==> src/rtl/fps_pkg.sv <==
package fps_pkg;

  localparam int BYTE_W = 8;
  typedef logic [BYTE_W-1:0] byte_t;

  typedef enum logic [1:0] {
    OP_NONE      = 2'b00,
    OP_WRITE     = 2'b01,
    OP_ERASE     = 2'b10,
    OP_ERASE_ALL = 2'b11
  } op_e;

  typedef enum logic [1:0] {
    PM_OPEN   = 2'b00,
    PM_RDLOCK = 2'b01,
    PM_NOEXT  = 2'b10,
    PM_NOINT  = 2'b11
  } prot_mode_e;

  localparam byte_t KEY_MAGIC = 8'h3A;
  localparam byte_t ST_OK     = 8'h00;
  localparam byte_t ST_PROT   = 8'h01;
  localparam byte_t ST_BADKEY = 8'h02;
  localparam byte_t ST_RANGE  = 8'h03;
  localparam byte_t ST_DIRTY  = 8'h04;

  // pulse length in cycles for a divider value
  function automatic int unsigned pulse_cycles(int unsigned div, int unsigned shift);
    return (div + 1) << shift;
  endfunction

  // true when the mode forbids a write or erase from the given origin
  function automatic logic write_barred(prot_mode_e mode, logic ext);
    return (mode == PM_NOINT) || ((mode == PM_NOEXT) && ext);
  endfunction

  // ordered command vetting: key, range, protection, erased state
  function automatic byte_t judge(op_e op, byte_t key_a, logic in_range,
                                  prot_mode_e mode, logic ext, logic erased);
    if (key_a != KEY_MAGIC) return ST_BADKEY;
    if (op != OP_ERASE_ALL) begin
      if (!in_range) return ST_RANGE;
      if (write_barred(mode, ext)) return ST_PROT;
    end
    if ((op == OP_WRITE) && !erased) return ST_DIRTY;
    return ST_OK;
  endfunction

endpackage

==> src/rtl/fps_prot_table.sv <==
module fps_prot_table
  import fps_pkg::*;
#(
  parameter int NBLK = 128,
  localparam int IDX_W = $clog2(NBLK)
) (
  input  logic             clk,
  input  logic             rst_n,
  input  logic [IDX_W-1:0] lk_idx,
  output prot_mode_e       lk_mode,
  output logic             lk_erased,
  input  logic             set_en,
  input  logic [IDX_W-1:0] set_idx,
  input  prot_mode_e       set_mode,
  input  logic             mark_en,
  input  logic             clr_en,
  input  logic [IDX_W-1:0] upd_idx,
  input  logic             wipe
);

  prot_mode_e        mode_q [NBLK];
  logic [NBLK-1:0]   ers_q;

  always_ff @(posedge clk) begin
    if (!rst_n) begin
      for (int i = 0; i < NBLK; i++) mode_q[i] <= PM_OPEN;
      ers_q <= '0;
    end else if (wipe) begin
      for (int i = 0; i < NBLK; i++) mode_q[i] <= PM_OPEN;
      ers_q <= '1;
    end else begin
      if (set_en)  mode_q[set_idx] <= set_mode;
      if (mark_en) ers_q[upd_idx]  <= 1'b1;
      if (clr_en)  ers_q[upd_idx]  <= 1'b0;
    end
  end

  assign lk_mode   = mode_q[lk_idx];
  assign lk_erased = ers_q[lk_idx];

  // after a whole-array erase any looked-up block is open and erased
  p_wipe_opens_r10: assert property (@(posedge clk) disable iff (!rst_n)
    $past(wipe) |-> (lk_mode == PM_OPEN) && lk_erased);

  // mark and clear never requested together
  p_mark_clr_excl_r11: assert property (@(posedge clk) disable iff (!rst_n)
    !(mark_en && clr_en));

endmodule

==> src/rtl/fps_stream.sv <==
module fps_stream #(
  parameter int NBYTES = 64,
  parameter int PTR_W  = 8,
  parameter int PAGE_W = 8,
  parameter int DATA_W = 8,
  localparam int IDX_W = $clog2(NBYTES),
  localparam int ADDR_W = PAGE_W + PTR_W
) (
  input  logic              clk,
  input  logic              rst_n,
  input  logic              start,
  input  logic [PTR_W-1:0]  base,
  input  logic [PAGE_W-1:0] page,
  output logic              sram_rd_en,
  output logic [ADDR_W-1:0] sram_addr,
  input  logic [DATA_W-1:0] sram_rd_data,
  output logic              buf_we,
  output logic [IDX_W-1:0]  buf_idx,
  output logic [DATA_W-1:0] buf_data,
  output logic              fin
);

  localparam logic [IDX_W-1:0] LAST = IDX_W'(NBYTES - 1);

  logic             issuing;
  logic [IDX_W-1:0] idx;
  logic             we_q;
  logic [IDX_W-1:0] widx_q;

  // offset wraps inside the page
  function automatic logic [PTR_W-1:0] src_offset(logic [PTR_W-1:0] b, logic [IDX_W-1:0] i);
    return b + PTR_W'(i);
  endfunction

  always_ff @(posedge clk) begin
    if (!rst_n) begin
      issuing <= 1'b0;
      idx     <= '0;
      we_q    <= 1'b0;
      widx_q  <= '0;
    end else begin
      if (start) begin
        issuing <= 1'b1;
        idx     <= '0;
      end else if (issuing) begin
        idx <= idx + 1'b1;
        if (idx == LAST) issuing <= 1'b0;
      end
      we_q   <= issuing;
      widx_q <= idx;
    end
  end

  assign sram_rd_en = issuing;
  assign sram_addr  = {page, src_offset(base, idx)};
  assign buf_we     = we_q;
  assign buf_idx    = widx_q;
  assign buf_data   = sram_rd_data;
  assign fin        = we_q && (widx_q == LAST);

  // buffer writes come in strictly rising index order without gaps
  p_buf_order_r7: assert property (@(posedge clk) disable iff (!rst_n)
    (buf_we && (buf_idx != LAST)) |=> buf_we && (buf_idx == $past(buf_idx) + 1'b1));

  // a new stream only starts while the mover is quiet
  p_start_quiet_r12: assert property (@(posedge clk) disable iff (!rst_n)
    start |-> !issuing && !buf_we);

endmodule

==> src/rtl/fps_pulse_timer.sv <==
module fps_pulse_timer
  import fps_pkg::*;
#(
  parameter int DIV_W = 8,
  parameter int DLY_W = 8,
  parameter int SHIFT = 2,
  localparam int CNT_W = ((DIV_W + SHIFT + 1) > DLY_W) ? (DIV_W + SHIFT + 1) : DLY_W
) (
  input  logic             clk,
  input  logic             rst_n,
  input  logic             start,
  input  logic [DIV_W-1:0] div,
  input  logic [DLY_W-1:0] dly,
  output logic             settle,
  output logic             pulse,
  output logic             fin
);

  typedef enum logic [1:0] {T_IDLE, T_SETTLE, T_PULSE} tstate_e;

  tstate_e          st;
  logic [CNT_W-1:0] cnt;

  always_ff @(posedge clk) begin
    if (!rst_n) begin
      st  <= T_IDLE;
      cnt <= '0;
    end else begin
      case (st)
        T_IDLE: if (start) begin
          st  <= T_SETTLE;
          cnt <= CNT_W'(dly);
        end
        T_SETTLE: if (cnt == '0) begin
          st  <= T_PULSE;
          cnt <= CNT_W'(pulse_cycles(32'(div), SHIFT) - 1);
        end else begin
          cnt <= cnt - 1'b1;
        end
        T_PULSE: if (cnt == '0) st <= T_IDLE;
                 else cnt <= cnt - 1'b1;
        default: st <= T_IDLE;
      endcase
    end
  end

  assign settle = (st == T_SETTLE);
  assign pulse  = (st == T_PULSE);
  assign fin    = pulse && (cnt == '0);

  // a pulse is always preceded by the settle phase
  p_settle_first_r8: assert property (@(posedge clk) disable iff (!rst_n)
    $rose(pulse) |-> $past(settle));

  // the timer is only started when idle
  p_timer_start_idle_r12: assert property (@(posedge clk) disable iff (!rst_n)
    start |-> !settle && !pulse);

endmodule

==> src/rtl/flash_prog_seq.sv <==
module flash_prog_seq
  import fps_pkg::*;
#(
  parameter int NBLK        = 128,
  parameter int NBYTES      = 64,
  parameter int PTR_W       = 8,
  parameter int PAGE_W      = 8,
  parameter int DIV_W       = 8,
  parameter int DLY_W       = 8,
  parameter int PULSE_SHIFT = 2,
  localparam int BIDX_W = $clog2(NBLK),
  localparam int IDX_W  = $clog2(NBYTES),
  localparam int ADDR_W = PAGE_W + PTR_W
) (
  input  logic              clk,
  input  logic              rst_n,
  input  logic              cmd_valid,
  input  logic [1:0]        cmd_op,
  input  logic [BYTE_W-1:0] cmd_key_a,
  input  logic [BYTE_W-1:0] cmd_key_b,
  input  logic [BYTE_W-1:0] cmd_blk,
  input  logic [PTR_W-1:0]  cmd_ptr,
  input  logic [PAGE_W-1:0] cmd_page,
  input  logic [DIV_W-1:0]  cmd_div,
  input  logic [DLY_W-1:0]  cmd_dly,
  input  logic              cmd_ext,
  input  logic              prot_set_en,
  input  logic [BIDX_W-1:0] prot_set_blk,
  input  logic [1:0]        prot_set_mode,
  output logic              sram_rd_en,
  output logic [ADDR_W-1:0] sram_addr,
  input  logic [BYTE_W-1:0] sram_rd_data,
  output logic              fl_buf_we,
  output logic [IDX_W-1:0]  fl_buf_idx,
  output logic [BYTE_W-1:0] fl_buf_data,
  output logic [BIDX_W-1:0] fl_blk,
  output logic              fl_prog,
  output logic              fl_erase,
  output logic              fl_erase_all,
  output logic              busy,
  output logic              done,
  output logic [BYTE_W-1:0] st_acc,
  output logic [BYTE_W-1:0] st_key1,
  output logic [BYTE_W-1:0] st_key2
);

  typedef enum logic [2:0] {S_IDLE, S_CHECK, S_LOAD, S_TIME, S_DONE} state_e;

  state_e            state;
  op_e               op_q;
  byte_t             key_a_q, key_b_q, blk_q;
  logic [PTR_W-1:0]  ptr_q;
  logic [PAGE_W-1:0] page_q;
  logic [DIV_W-1:0]  div_q;
  logic [DLY_W-1:0]  dly_q;
  logic              ext_q;

  // named internal events
  logic       accept;
  logic       in_range;
  prot_mode_e lk_mode;
  logic       lk_erased;
  byte_t      chk_code;
  logic       chk_ok;
  logic       str_start, str_fin;
  logic       tmr_start, tmr_fin, tmr_settle, tmr_pulse;
  logic       tbl_set, tbl_mark, tbl_clr, tbl_wipe;

  assign accept    = (state == S_IDLE) && cmd_valid && (op_e'(cmd_op) != OP_NONE);
  assign in_range  = (32'(blk_q) < NBLK);
  assign chk_code  = judge(op_q, key_a_q, in_range, lk_mode, ext_q, lk_erased);
  assign chk_ok    = (chk_code == ST_OK);
  assign str_start = (state == S_CHECK) && chk_ok && (op_q == OP_WRITE);
  assign tmr_start = ((state == S_CHECK) && chk_ok && (op_q != OP_WRITE)) ||
                     ((state == S_LOAD) && str_fin);
  assign tbl_set   = prot_set_en && (state == S_IDLE);
  assign tbl_mark  = tmr_fin && (op_q == OP_ERASE);
  assign tbl_clr   = tmr_fin && (op_q == OP_WRITE);
  assign tbl_wipe  = tmr_fin && (op_q == OP_ERASE_ALL);

  always_ff @(posedge clk) begin
    if (!rst_n) begin
      state   <= S_IDLE;
      op_q    <= OP_NONE;
      key_a_q <= '0;
      key_b_q <= '0;
      blk_q   <= '0;
      ptr_q   <= '0;
      page_q  <= '0;
      div_q   <= '0;
      dly_q   <= '0;
      ext_q   <= 1'b0;
      st_acc  <= '0;
      st_key1 <= '0;
      st_key2 <= '0;
    end else begin
      case (state)
        S_IDLE: if (accept) begin
          op_q    <= op_e'(cmd_op);
          key_a_q <= cmd_key_a;
          key_b_q <= cmd_key_b;
          blk_q   <= cmd_blk;
          ptr_q   <= cmd_ptr;
          page_q  <= cmd_page;
          div_q   <= cmd_div;
          dly_q   <= cmd_dly;
          ext_q   <= cmd_ext;
          state   <= S_CHECK;
        end
        S_CHECK: begin
          if (!chk_ok) begin
            st_acc  <= '0;
            st_key1 <= chk_code;
            st_key2 <= '0;
            state   <= S_DONE;
          end else if (op_q == OP_WRITE) begin
            state <= S_LOAD;
          end else begin
            state <= S_TIME;
          end
        end
        S_LOAD: if (str_fin) state <= S_TIME;
        S_TIME: if (tmr_fin) begin
          st_acc  <= blk_q;
          st_key1 <= ST_OK;
          st_key2 <= key_b_q;
          state   <= S_DONE;
        end
        S_DONE:  state <= S_IDLE;
        default: state <= S_IDLE;
      endcase
    end
  end

  fps_prot_table #(.NBLK(NBLK)) u_table (
    .clk       (clk),
    .rst_n     (rst_n),
    .lk_idx    (blk_q[BIDX_W-1:0]),
    .lk_mode   (lk_mode),
    .lk_erased (lk_erased),
    .set_en    (tbl_set),
    .set_idx   (prot_set_blk),
    .set_mode  (prot_mode_e'(prot_set_mode)),
    .mark_en   (tbl_mark),
    .clr_en    (tbl_clr),
    .upd_idx   (blk_q[BIDX_W-1:0]),
    .wipe      (tbl_wipe)
  );

  fps_stream #(
    .NBYTES(NBYTES), .PTR_W(PTR_W), .PAGE_W(PAGE_W), .DATA_W(BYTE_W)
  ) u_stream (
    .clk          (clk),
    .rst_n        (rst_n),
    .start        (str_start),
    .base         (ptr_q),
    .page         (page_q),
    .sram_rd_en   (sram_rd_en),
    .sram_addr    (sram_addr),
    .sram_rd_data (sram_rd_data),
    .buf_we       (fl_buf_we),
    .buf_idx      (fl_buf_idx),
    .buf_data     (fl_buf_data),
    .fin          (str_fin)
  );

  fps_pulse_timer #(
    .DIV_W(DIV_W), .DLY_W(DLY_W), .SHIFT(PULSE_SHIFT)
  ) u_timer (
    .clk    (clk),
    .rst_n  (rst_n),
    .start  (tmr_start),
    .div    (div_q),
    .dly    (dly_q),
    .settle (tmr_settle),
    .pulse  (tmr_pulse),
    .fin    (tmr_fin)
  );

  assign busy         = (state != S_IDLE);
  assign done         = (state == S_DONE);
  assign fl_blk       = blk_q[BIDX_W-1:0];
  assign fl_prog      = tmr_pulse && (op_q == OP_WRITE);
  assign fl_erase     = tmr_pulse && (op_q != OP_WRITE);
  assign fl_erase_all = fl_erase && (op_q == OP_ERASE_ALL);

  // done is a single-cycle strobe
  p_done_single_r9: assert property (@(posedge clk) disable iff (!rst_n)
    done |=> !done);

  // done only occurs while busy
  p_done_busy_r9: assert property (@(posedge clk) disable iff (!rst_n)
    done |-> busy);

  // any failure clears accumulator and second key
  p_fail_clears_r4: assert property (@(posedge clk) disable iff (!rst_n)
    (done && (st_key1 != ST_OK)) |-> (st_acc == '0) && (st_key2 == '0));

  // no pulse or array activity outside a running command
  p_pulse_in_cmd_r8: assert property (@(posedge clk) disable iff (!rst_n)
    (fl_prog || fl_erase || sram_rd_en || fl_buf_we) |-> busy && !done);

  // a rejected command never leads to a pulse before done
  p_fail_no_pulse_r2: assert property (@(posedge clk) disable iff (!rst_n)
    ((state == S_CHECK) && !chk_ok) |=> done && !fl_prog && !fl_erase);

endmodule

==> config.mk <==
export PLATFORM = sky130hd
export DESIGN_NAME = flash_prog_seq
export DESIGN_NICKNAME = d
export VERILOG_FILES = /design/src/rtl/fps_pkg.sv /design/src/rtl/fps_prot_table.sv /design/src/rtl/fps_stream.sv /design/src/rtl/fps_pulse_timer.sv /design/src/rtl/flash_prog_seq.sv
export SDC_FILE = /design/constraint.sdc
export NUM_CORES = 1
export LEC_CHECK = 0
export BUFFER_PORTS_ARGS = -buffer_cell sky130_fd_sc_hd__buf_2
export CAP_MARGIN = 25
export CORE_AREA = 2 2 286 288
export CTS_CLUSTER_SIZE = 12
export DETAILED_ROUTE_END_ITERATION = 10
export DIE_AREA = 0 0 288 290
export SYNTH_ARGS = -nofsm -noshare
export SYNTH_HDL_FRONTEND = slang
export SYNTH_SLANG_ARGS = --single-unit
==> constraint.sdc <==
create_clock -name clk -period 8.2 [get_ports clk]
set_input_delay 1.23 -clock clk [delete_from_list [all_inputs] [get_ports clk]]
set_output_delay 1.23 -clock clk [all_outputs]
set_load 0.02 [all_outputs]
Word-level counts from Yosys, hierarchy flattened
Memory sizes are Yosys's and may differ from the RTL's. A register that Yosys moved wholly into a read port is not among the register bits.
Cells that the tools add are included.

word-level totals
  memories = 1
  flip-flop bits (word level) = 241
  bits in writable memories = 256
  word-level logic and storage cells = 416

cells by class
  bitwise gates (word level) = 132
  equal/unequal tests = 24
  reductions and logical operators = 36
  order comparisons = 3
  muxes and demuxes = 195
  add/sub/neg operators = 5

memory list
  memory          depth  bits a word  rd ports  clocked after Yosys merged registers in  wr ports  line                  RTL
  u_table.mode_q  128    2            1         1                                        128       fps_prot_table.sv:21  prot_mode_e mode_q [NBLK];

operator list
  cell                                                 count
  2-to-1 mux 128 bit                                   5
  2-to-1 mux 2 bit                                     132
  AND 128 bit                                          1
  NOT 128 bit                                          1
  bitwise OR 1 bit                                     128
  bitwise OR 128 bit                                   1
  2-to-1 mux 8 bit                                     14
  one-hot mux 8 bit (2 select lines)                   3
  2-to-1 mux 11 bit                                    3
  one-hot mux 11 bit (3 select lines)                  1
  2-to-1 mux 1 bit                                     26
  subtractor 11 x 1 -> 11 bit (second input constant)  2
  2-to-1 mux 7 bit                                     3
  logical AND 1 bit                                    18
  inequality test 2 bit (second input constant)        7
  == test 6 bit (second input constant)                2
  2-to-1 mux 3 bit                                     4
  one-hot mux 3 bit (4 select lines)                   1
  AND reduction 3 bit                                  4
  logical NOT 11 bit                                   1
  == test 2 bit (second input constant)                5
  adder 8 x 1 -> 9 bit (second input constant)         1
  adder 8 x 6 -> 8 bit                                 1
  logical NOT 8 bit                                    1
  22 further kinds                                     30

Logic depth before layout (Yosys ltp)
  depth after elaboration = 18
  mapped depth = 14

Hierarchy
Synthesis repeated with hierarchy kept, for this count alone.

unflattened totals
  cells, all modules = 2,258
  area, all modules = 23,910.4 um2

modules (own cells, without submodules)
  module           instances  area each (um2)  cells each
  fps_prot_table   1          18,360.1         1,585
  flash_prog_seq   1          3,231.8          387
  fps_pulse_timer  1          1,420.1          183
  fps_stream       1          898.4            103

Worst setup path before layout
No wires, ideal clock.

  path kind = register -> register
  from = reg (tool-made name)
  to = reg st_acc[5]
  setup slack = 5.157 ns
  path buffers = 4
  period minus slack after synthesis = 3.043 ns
  stages on the path, launching flop included = 13
  required time = 8.128 ns
  arrival = 2.971 ns
  cells stage by stage = dfxtp_1 buf_6 buf_2 mux4_2 a22oi_1 a21oi_1 or4_1 nand3_1 o21bai_4 o311ai_4 buf_6 buf_12 mux2i_1

RTL lines
  element               line                   RTL
  to (signal assigned)  flash_prog_seq.sv:124  st_acc <= blk_q;
  to (decl)             flash_prog_seq.sv:42   output logic [BYTE_W-1:0] st_acc,

==> summary.md <==
| Metric | Value |
|---|---|
| Mean Syn Cell Area | `9.95 µm²` |
| Clock input transition at the sequential cells of the worst setup and hold paths | `0.06 ns` |
| CP Max Fanout | `33` |
| Area of placed instances | `0.0253 mm²` |
| Setup crit end kind | `flip-flop` |
| Placed insts | `3416` |
| Pin count of the biggest net entering global routing | `93` |
| Seq cells post-synth | `499` |
| # nets final | `2511` |
| Drt drc | `0` |
| Post-Synth Adder-Cell Area | `0.762%` |
| Avg WL per Cell | `19.3 µm` |
| Share of layout cells above drive strength 1 | `14.4%` |
| Synth cell types | `77` |
| Core area | `0.0802 mm²` |
| Hold Fails Final Rpt | `0` |
| Post-synthesis compound-gate area fraction | `18.4%` |
| Multi-input logic area | `0.0104 mm²` |
| Worst hold slack | `0.451 ns` |
| Lkg Pwr | `9.40 nW` |
| Power Total | `5.75 mW` |
| Initial antenna violation count | `2` |
| Async S/R FF share, synth | `0%` |
| Starting Density | `29.9%` |
| Synthesis-to-layout area growth | `13.5%` |
| Min cycle time layout | `4.44 ns` |
| Slew Limit Headroom | `28.9%` |
| # fillers | `8176` |
| DP Worst Slack | `3.49 ns` |
| Slew @ Worst Pin | `1.06 ns` |
| Seq/Total Area, Yosys | `52.3%` |
| Cts hold-fix bufs | `0` |
| Synth Area in Simple Gates | `13.1%` |
| Final period utilization | `54.2%` |
| Largest family of logic cells by synthesized area | `compound AO/OA/AOI/OAI gates` |
| Vias | `18500` |
| CP Class | `flip-flop to flip-flop` |
| Highest-count cells in the layout ignoring fill and taps | `a21oi_1 (350), nor2_1 (321), nand2_1 (264)` |
| CTS H-tree depth | `2` |
| Max cap viols | `0` |
| Post-Layout Cell Count | `3520` |
| HP Class | `flip-flop to flip-flop` |
| GRT Util Overall | `15.9%` |
| Clk Latency, worst-skew pair | `0.62 ns` |
| Row cnt | `104` |
| Chip width | `288 µm` |
| Global route total overflow | `0` |
| Outcome | `completed` |
| Final Slew Violations | `0` |
| XOR/XNOR Fraction of Synth Area | `0.913%` |
| WL final | `68000 µm` |
| Most common cell after layout, fill and taps aside | `a21oi_1` |
| F_max | `225 MHz` |
| IO buf count | `126` |
| First-pass GRT wire length | `106000 µm` |
| Maximum VDD drop | `0.000143 V` |
| Hpwl dp | `42600 µm` |
| Root Buffer | `clkbuf_16` |
| Setup Fix Bufs, Post-CTS | `0` |
| Synth area leaders | `edfxtp_1 (32%), dfxtp_1 (20%), a21oi_1 (7.3%)` |
| Vias in the first global route | `18100` |
| Number of synthesized flops with an enable pin | `256` |
| RSZ-0062 raised after global routing | `no` |
| Post-synth top area share | `32.1%` |
| Crit path arrival time | `4.97 ns` |
| CP required | `8.72 ns` |
| Post-Layout Inst Area | `0.0272 mm²` |
| Final setup vio count | `0` |
| Worst Setup Slack, final | `3.76 ns` |
| Via density | `5.27` |
| Num CTS Buffers | `55` |
| Yosys warns | `0` |
| Worst setup SP type | `flip-flop` |
| Number of DRC markers in iteration 0 | `1547` |
| Post-Synthesis Cells | `2410` |
| ANT nets after route | `0` |
| Die height | `290 µm` |
| Top-level I/O count | `148` |
| Setup TNS | `0 ns` |
| Total Die Area | `0.0835 mm²` |
| Antenna cells | `0` |
| Sequential cell area | `0.0126 mm²` |
| Dominant synthesized flop cell | `edfxtp_1` |
| # clock sinks | `499` |
| TritonRoute pass-1 iters | `5` |
| RePlAce Congestion | `0.796` |
| CTS tree | `done` |
| Largest area contributor in the netlist | `edfxtp_1` |
| Final Skew | `0.0256 ns` |
| PD cells | `211 mW/mm²` |
| Fin util | `34.0%` |
| Cell Area, Synth | `0.0240 mm²` |
| CTS Buffer Depth | `3` |
| Mux cell area share after synthesis | `9.78%` |
| PostCTS Resize Cnt | `0` |
-- final cells by class --
class	count	area share, %
clock buffers	82	5.84
flip-flops and latches	499	46.1
clock inverters	18	0.946
repair buffers	170	3.64
inverters	27	0.372
multi-input cells	1664	38.2
well taps	1060	4.87
-- where the power goes --
group | switching, mW | internal [mW]
logic | 0.309 | 0.163
clock network | 1.02 | 1.53
registers | 0.0500 | 2.69
total | 1.38 | 4.37
-- flip-flops by register name, summed over array words and instances, names as in the netlist, 8 cells and up, named ones only --
register / cells
key_a_q: 8
page_q: 8
st_key2: 8
key_b_q: 8
blk_q: 8
ptr_q: 8
u_table.ers_q: 128
st_acc: 8
div_q: 8
u_timer.cnt: 11
dly_q: 8
u_table.mode_q: 256
-- worst max-delay path, cell delays in order (launching register included) --
cell and delay, ns:
dfxtp_4 0.67, buf_4 0.61, mux4_1 0.68, mux2i_1 0.19
mux2i_1 0.10, a21oi_1 0.29, o211a_1 0.18, o21ai_0 0.31
o21bai_4 0.36, o311ai_4 0.34, buf_4 0.37, mux2i_1 0.22
-- cells by family after synthesis --
kind of cell    Yosys count
fa+ha+maj                14
simple gates            742
buf+inv                 251
xor+xnor                 25
other cells               1
mux                     141
flops                   499
compound gates          737
-- cells in the mapped netlist (5+ instances only) --
library cell  number
a211oi_1           7
a21oi_1          350
a221o_1            6
a221oi_1           9
a22oi_1           14
a31oi_1            6
and2_1            11
and3_1             5
buf_1              9
buf_2             12
buf_4             24
buf_6              5
clkbuf_1         172
dfxtp_1          243
edfxtp_1         256
ha_1              13
inv_1             27
mux2_2             7
mux2i_1           63
mux4_1            10
mux4_2            61
nand2_1          266
nand2b_1          19
nand3_1           24
nand4_1           12
nor2_1           322
nor2b_1           19
nor3_1            29
nor4_1             8
o211ai_1           5
o21a_1           132
o21ai_0          146
o221ai_1           5
o22ai_1            6
o31ai_1            5
xnor2_1           18
xor2_1             7
-- path summary, 6_finish.rpt --
kind              slack, ns  depth (start not counted)        from    endpoint
hold reg to reg        0.45                          2  key_b_q[1]  st_key2[1]
hold / removal         0.45                          2  key_b_q[1]  st_key2[1]
setup / recovery       3.76                         11   flip-flop  st_key2[6]
setup reg to reg       3.76                         11   flip-flop  st_key2[6]
-- per-layer routing --
layer	GRT usage [%]	vias to the layer above	part of all wire, %
met4	4.98	4	2.6
met3	2.65	127	6.7
met5	0	-	0.044
met2	25.8	629	47
met1	21.7	9104	44
li1	-	8681	-
(Power assumes the default switching activity.)
